[config.mk]
export PLATFORM = sky130hd
export DESIGN_NAME = stereo_atten_regs
export DESIGN_NICKNAME = d
export VERILOG_FILES = /design/src/rtl/atten_pkg.sv /design/src/rtl/atten_wr_decode.sv /design/src/rtl/atten_chan_stage.sv /design/src/rtl/atten_mode_sel.sv /design/src/rtl/stereo_atten_regs.sv
export SDC_FILE = /design/constraint.sdc
export NUM_CORES = 1
export LEC_CHECK = 0
export BUFFER_PORTS_ARGS = -buffer_cell sky130_fd_sc_hd__buf_2
export CORE_ASPECT_RATIO = 1.75
export CORE_MARGIN = 1.5
export CORE_UTILIZATION = 35
export DETAILED_ROUTE_END_ITERATION = 6
export GPL_ROUTABILITY_DRIVEN = 0
export GPL_TIMING_DRIVEN = 0
export PLACE_DENSITY = 0.62
export RECOVER_POWER = 100
export SLEW_MARGIN = 20
export SYNTH_ARGS = -nofsm -noshare
export SYNTH_HDL_FRONTEND = slang
export SYNTH_SLANG_ARGS = --single-unit
[constraint.sdc]
create_clock -name clk -period 1.2 [get_ports clk]
set_clock_uncertainty 0.2 [all_clocks]
set_input_delay 0 -clock clk [delete_from_list [all_inputs] [get_ports clk]]
set_output_delay 0 -clock clk [all_outputs]
set_load 0.03 [all_outputs]
[src/rtl/atten_pkg.sv]
package atten_pkg;
    localparam int HALF_W     = 5;
    localparam int CODE_W     = 2 * HALF_W;
    localparam int ADDR_W     = 3;
    localparam int DATA_W     = 8;
    localparam int NUM_CH     = 2;
    localparam int COMMIT_BIT = HALF_W;
    localparam int MODE_ADDR  = 4;
    localparam int MODE_BIT   = 2;
    localparam int FIELD_REGS = 2 * NUM_CH;

    typedef logic [HALF_W-1:0] half_t;
    typedef logic [CODE_W-1:0] code_t;

    typedef enum logic {HALF_FINE = 1'b0, HALF_COARSE = 1'b1} half_sel_e;

    typedef struct packed {
        logic [NUM_CH-1:0] fine_we;
        logic [NUM_CH-1:0] coarse_we;
        half_t             field;
        logic              commit;
        logic              mode_we;
        logic              mode_val;
    } wr_cmd_t;

    function automatic code_t merge_half(code_t cur, logic fine_we, logic coarse_we, half_t f);
        code_t r;
        r = cur;
        if (fine_we)   r[HALF_W-1:0]      = f;
        if (coarse_we) r[CODE_W-1:HALF_W] = f;
        return r;
    endfunction

    function automatic logic is_mute(code_t c);
        return c == {CODE_W{1'b1}};
    endfunction
endpackage

[src/rtl/atten_wr_decode.sv]
module atten_wr_decode
    import atten_pkg::*;
(
    input  logic              wr_en,
    input  logic [ADDR_W-1:0] wr_addr,
    input  logic [DATA_W-1:0] wr_data,
    output wr_cmd_t           cmd
);
    logic      field_hit;
    half_sel_e half_sel;
    logic      ch_sel;

    always_comb begin
        field_hit    = wr_en && (int'(wr_addr) < FIELD_REGS);
        half_sel     = half_sel_e'(wr_addr[0]);
        ch_sel       = wr_addr[1];
        cmd          = '0;
        cmd.field    = wr_data[HALF_W-1:0];
        cmd.commit   = field_hit && wr_data[COMMIT_BIT];
        cmd.mode_we  = wr_en && (int'(wr_addr) == MODE_ADDR);
        cmd.mode_val = wr_data[MODE_BIT];
        for (int c = 0; c < NUM_CH; c++) begin
            cmd.fine_we[c]   = field_hit && (int'(ch_sel) == c) && (half_sel == HALF_FINE);
            cmd.coarse_we[c] = field_hit && (int'(ch_sel) == c) && (half_sel == HALF_COARSE);
        end
    end
endmodule

[src/rtl/atten_chan_stage.sv]
module atten_chan_stage
    import atten_pkg::*;
(
    input  logic  clk,
    input  logic  rst,
    input  logic  fine_we,
    input  logic  coarse_we,
    input  half_t field,
    input  logic  commit,
    input  logic  tick,
    output code_t act_code
);
    code_t pre_q, snap_q, act_q, pre_d;
    logic  pend_q;

    always_comb pre_d = merge_half(pre_q, fine_we, coarse_we, field);

    always_ff @(posedge clk) begin
        if (rst) begin
            pre_q  <= '0;
            snap_q <= '0;
            act_q  <= '0;
            pend_q <= 1'b0;
        end else begin
            pre_q <= pre_d;
            if (commit) begin
                snap_q <= pre_d;
                pend_q <= 1'b1;
            end else if (tick && pend_q) begin
                act_q  <= snap_q;
                pend_q <= 1'b0;
            end
        end
    end

    assign act_code = act_q;

    assert_quiet_between_ticks_R5: assert property (@(posedge clk) disable iff (rst)
        !tick |=> $stable(act_q));

    assert_defer_on_clash_R6: assert property (@(posedge clk) disable iff (rst)
        (tick && commit) |=> $stable(act_q));

    assert_transfer_loads_set_R4: assert property (@(posedge clk) disable iff (rst)
        (tick && pend_q && !commit) |=> (!pend_q && act_q == $past(snap_q)));
endmodule

[src/rtl/atten_mode_sel.sv]
module atten_mode_sel
    import atten_pkg::*;
(
    input  logic  clk,
    input  logic  rst,
    input  logic  mode_we,
    input  logic  mode_val,
    input  logic  tick,
    input  code_t left_act,
    input  code_t right_act,
    output code_t left_out,
    output code_t right_out,
    output logic  left_mute,
    output logic  right_mute
);
    logic mode_pre_q, mode_act_q;

    always_ff @(posedge clk) begin
        if (rst) begin
            mode_pre_q <= 1'b0;
            mode_act_q <= 1'b0;
        end else begin
            if (mode_we) mode_pre_q <= mode_val;
            if (tick)    mode_act_q <= mode_pre_q;
        end
    end

    always_comb begin
        left_out   = left_act;
        right_out  = mode_act_q ? left_act : right_act;
        left_mute  = is_mute(left_out);
        right_mute = is_mute(right_out);
    end

    assert_mode_moves_on_tick_R8: assert property (@(posedge clk) disable iff (rst)
        !tick |=> $stable(mode_act_q));
endmodule

[src/rtl/stereo_atten_regs.sv]
module stereo_atten_regs
    import atten_pkg::*;
(
    input  logic              clk,
    input  logic              rst,
    input  logic              wr_en,
    input  logic [ADDR_W-1:0] wr_addr,
    input  logic [DATA_W-1:0] wr_data,
    input  logic              sample_tick,
    output logic [CODE_W-1:0] left_code,
    output logic [CODE_W-1:0] right_code,
    output logic              left_mute,
    output logic              right_mute
);
    wr_cmd_t cmd;
    code_t   act [NUM_CH];

    atten_wr_decode u_dec (
        .wr_en   (wr_en),
        .wr_addr (wr_addr),
        .wr_data (wr_data),
        .cmd     (cmd)
    );

    for (genvar c = 0; c < NUM_CH; c++) begin : g_ch
        atten_chan_stage u_stage (
            .clk       (clk),
            .rst       (rst),
            .fine_we   (cmd.fine_we[c]),
            .coarse_we (cmd.coarse_we[c]),
            .field     (cmd.field),
            .commit    (cmd.commit),
            .tick      (sample_tick),
            .act_code  (act[c])
        );
    end

    atten_mode_sel u_mode (
        .clk        (clk),
        .rst        (rst),
        .mode_we    (cmd.mode_we),
        .mode_val   (cmd.mode_val),
        .tick       (sample_tick),
        .left_act   (act[0]),
        .right_act  (act[1]),
        .left_out   (left_code),
        .right_out  (right_code),
        .left_mute  (left_mute),
        .right_mute (right_mute)
    );

    assert_reset_zero_dB_R1: assert property (@(posedge clk)
        rst |=> (left_code == '0 && right_code == '0 && !left_mute && !right_mute));
endmodule

==> results.py <==
metrics = {
    "run_status": {
        "status": "finished, violations left",
        "violations": "hold timing, setup timing",
    },
    "clock_tree": {
        "cts-root-to-sink-buffers": 2,
        "clockRootBuffer": "clkbuf_16",
        "clkSlewWorstSetupHoldPaths_ns": 0.05,
        "clock_latency_reported_for_the_late_side_of_the_worst_skew_pair_ns": 0.32,
        "clock_sink_count": 64,
        "cts_max_level": 3,
        "cts-buffers-inserted": 9,
        "clock_tree_from_tritoncts": "built",
        "ctsHoldBuffers": 10,
    },
    "global_routing": {
        "antenna_found_initial": 0,
        "grt.total_usage_pct": 15.8,
        "first_pass_grt_wire_length_mm": 9.94,
        "grt_pass1_vias": 1966,
        "grt_start_max_net_pins": 11,
        "globalRoute.totalOverflow": 0,
    },
    "cells_and_area": {
        "antenna_cells": 0,
        "post-route-util_pct": 49.5,
        "layout.cells.most_common": "dfxtp_1",
        "finalNetCount": 356,
        "mostFrequentLayoutCells": "47 x dfxtp_1, 44 x nor2_1, 41 x mux2i_1",
        "final_layout_size_suffix_gt1_share_pct": 35.0,
        "area_delta_synth_final_pct": 36.7,
        "filler_cell_count": 710,
        "stdcell_count": 434,
    },
    "worst_setup_path": {
        "critical_path.max_stage_delay_ns": 0.36,
        "arrival_ns": 1.33,
        "crit_slowest_cell": "dfxtp_4",
        "list_of_cells_traversed_by_the_critical_path": "nand2b_4 -> nor4_4 -> a21o_4 -> buf_6",
        "timing_worst_setup_path_type": "register to output port",
        "worstSetupPathDepth": 4,
        "path_max_fanout": 5,
        "total_buffers_and_inverters_traversed_by_the_critical_path": 1,
        "timing.reg2reg.setup_slack_ns": -0.05,
        "cp_data_required_time_ns": 1.00,
        "critPathCaptureType": "output port",
        "logic_depth_of_the_worst_register_to_register_path": 3,
        "cpLargestDelayFamily": "simple AND/OR/NAND/NOR gates",
        "setup.worst_path.start_class": "register",
    },
    "die": {
        "fp-row-count": 42,
        "die_height_um": 120,
        "die_area_um2": 8450,
        "fp.coreArea_um2": 7620,
        "floorplan.die.width_um": 70.1,
        "initial_core_util_pct": 36.2,
        "floorplan.io_pins": 37,
    },
    "routing": {
        "dr_wl_met2_mm": 3.64,
        "drt-wirelength-per-cell_um": 14.9,
        "drt-pass1-iter-count": 4,
        "vias": 2074,
        "drt_drc_violations_left": 0,
        "m1WireLength_mm": 2.44,
        "topRoutingLayerUsed": "met4",
        "route.final.wire_length_mm": 6.46,
        "ant_nets": 0,
        "route.met3.wl_um": 200,
        "vias_per_cell": 4.78,
        "drtIter0Drc": 99,
    },
    "synth": {
        "yosysUniqueCellTypes": 26,
        "ys_seq_area_share_pct": 46.4,
        "yosys_warnings": 0,
        "synth.avg_cell_area_um2": 10.2,
        "synth_nets": 286,
        "number_of_flip_flops_and_latches_in_the_synthesized_netlist": 64,
        "synthesis.area_um2": 2760,
        "post_synth_inst_count": 271,
    },
    "min_path": {
        "holdCritPathClass": "input port to register",
        "timing.hold.worst_path_depth": 4,
    },
    "timing": {
        "setup_viol": 24,
        "max_slew_violation_count": 0,
        "timing_worst_slew_pin_value_ns": 0.447,
        "setup_ws_ns": -0.332,
        "achievable-frequency_ghz": 0.653,
        "timing.slew.headroom_pct": 69.8,
        "holdWs_ns": -0.0585,
        "period_needed_ns": 1.53,
        "rsz0062_at_grt": "yes",
        "finalHoldViolations": 1,
        "min_period_over_period_pct": 128,
    },
    "pwr": {
        "irDropWorstVdd_v": 0.000769,
        "power-per-cell-area_nw_per_um2": 1280,
        "p_leak_uw": 0.00154,
        "total_power_uw": 4830,
    },
    "run": {
        "max_cap_viols": 0,
    },
    "placed_design": {
        "dpl_worst_slack_ns": -0.339,
        "placed_cells": 392,
        "dpl.hpwl_mm": 4.50,
        "io_buffer_count": 33,
    },
}
## logic make-up (layout without fill, tap and decap cells)
logic type / Yosys count / count (layout) / synth area share, %
compound gates: 23 / 23 / 7.17
buf+inv: 28 / 101 / 6.03
flops: 64 / 64 / 46.4
mux: 51 / 51 / 18.9
simple gates: 105 / 107 / 21.5
## synth_stat cells, drive strengths merged
master / instances / area, um^2
nand2b: 41 / 257
mux2: 9 / 101
mux2i: 42 / 420
a21oi: 2 / 10.0
inv: 1 / 3.75
nor3: 1 / 5.00
nor4bb: 2 / 20.0
dfxtp: 64 / 1280
and3b: 1 / 8.76
buf: 21 / 140
nand4b: 1 / 8.76
clkbuf: 6 / 22.5
nor4b: 1 / 23.8
nand3: 1 / 5.00
nand4: 3 / 18.8
nand4bb: 1 / 11.3
a211oi: 20 / 180
nor4: 1 / 6.26
nand2: 6 / 22.5
a21o: 1 / 7.51
nor2: 46 / 205
## sequential cells by signal, summed over array words and instances, names as in the netlist
register	count
g_ch.u_stage.pend_q	2
g_ch.u_stage.pre_q	20
g_ch.u_stage.act_code	20
u_mode.mode_pre_q	1
u_mode.mode_act_q	1
g_ch.u_stage.snap_q	20
## where the power goes
part	internal, uW	total (uW)	switching [uW]	leakage [uW]
combinational	152	335	183	0.000871
clock	1440	2300	866	0.000136
sequential	2170	2200	27.5	0.000530
## worst register-to-register path, stage by stage, from the launching register on
cell and delay, ns:
dfxtp_2 0.33, nand2_2 0.14, nor2_4 0.29, mux2i_1 0.21
## routing by layer
layer	vias to the layer above	GRT usage, %
met1	953	15.1
met5	-	0
met4	0	9.50
li1	1057	-
met2	51	29.8
met3	13	3.67
## through the flow
| stage | setup TNS (ns) | instance area, um^2 |
|---|---|---|
| floorplan | -0.0983 | 2780 |
| global placement | -7.53 | 3050 |
| detailed placement | -8.88 | 3050 |
| CTS | -3.82 | 3680 |
| global route | -4.95 | 3770 |
| finish | -3.50 | 3770 |
## area by class of cell
cell class | instances | area [um^2] | area share [%]
multi-input cells | 181 | 1420 | 37.5
flip-flops and latches | 64 | 1320 | 35.0
repair buffers | 59 | 509 | 13.5
clock buffers | 12 | 246 | 6.53
plain buffers | 25 | 148 | 3.91
well taps | 88 | 110 | 2.92
clock inverters | 4 | 20.0 | 0.531
inverters | 1 | 3.75 | 0.0995
## worst paths after layout
check	from	end
worst max-delay path	u_mode.mode_act_q	right_mute
worst min-delay path	wr_addr[0]	u_mode.mode_pre_q
worst max register to register	g_ch[0].u_stage.pend_q	g_ch[0].u_stage.act_code[9]
worst min register to register	g_ch[0].u_stage.snap_q[6]	g_ch[0].u_stage.act_code[6]
## repair_timing
action                                  4_1_cts  5_1_grt
endpoints found under the setup margin       26       41
pin swaps                                     7        9
setup buffers                                 9        7
hold endpoints to repair                     61        1
cloned                                        2        1
resized for setup                            66       23
(Power assumes the default switching activity.)
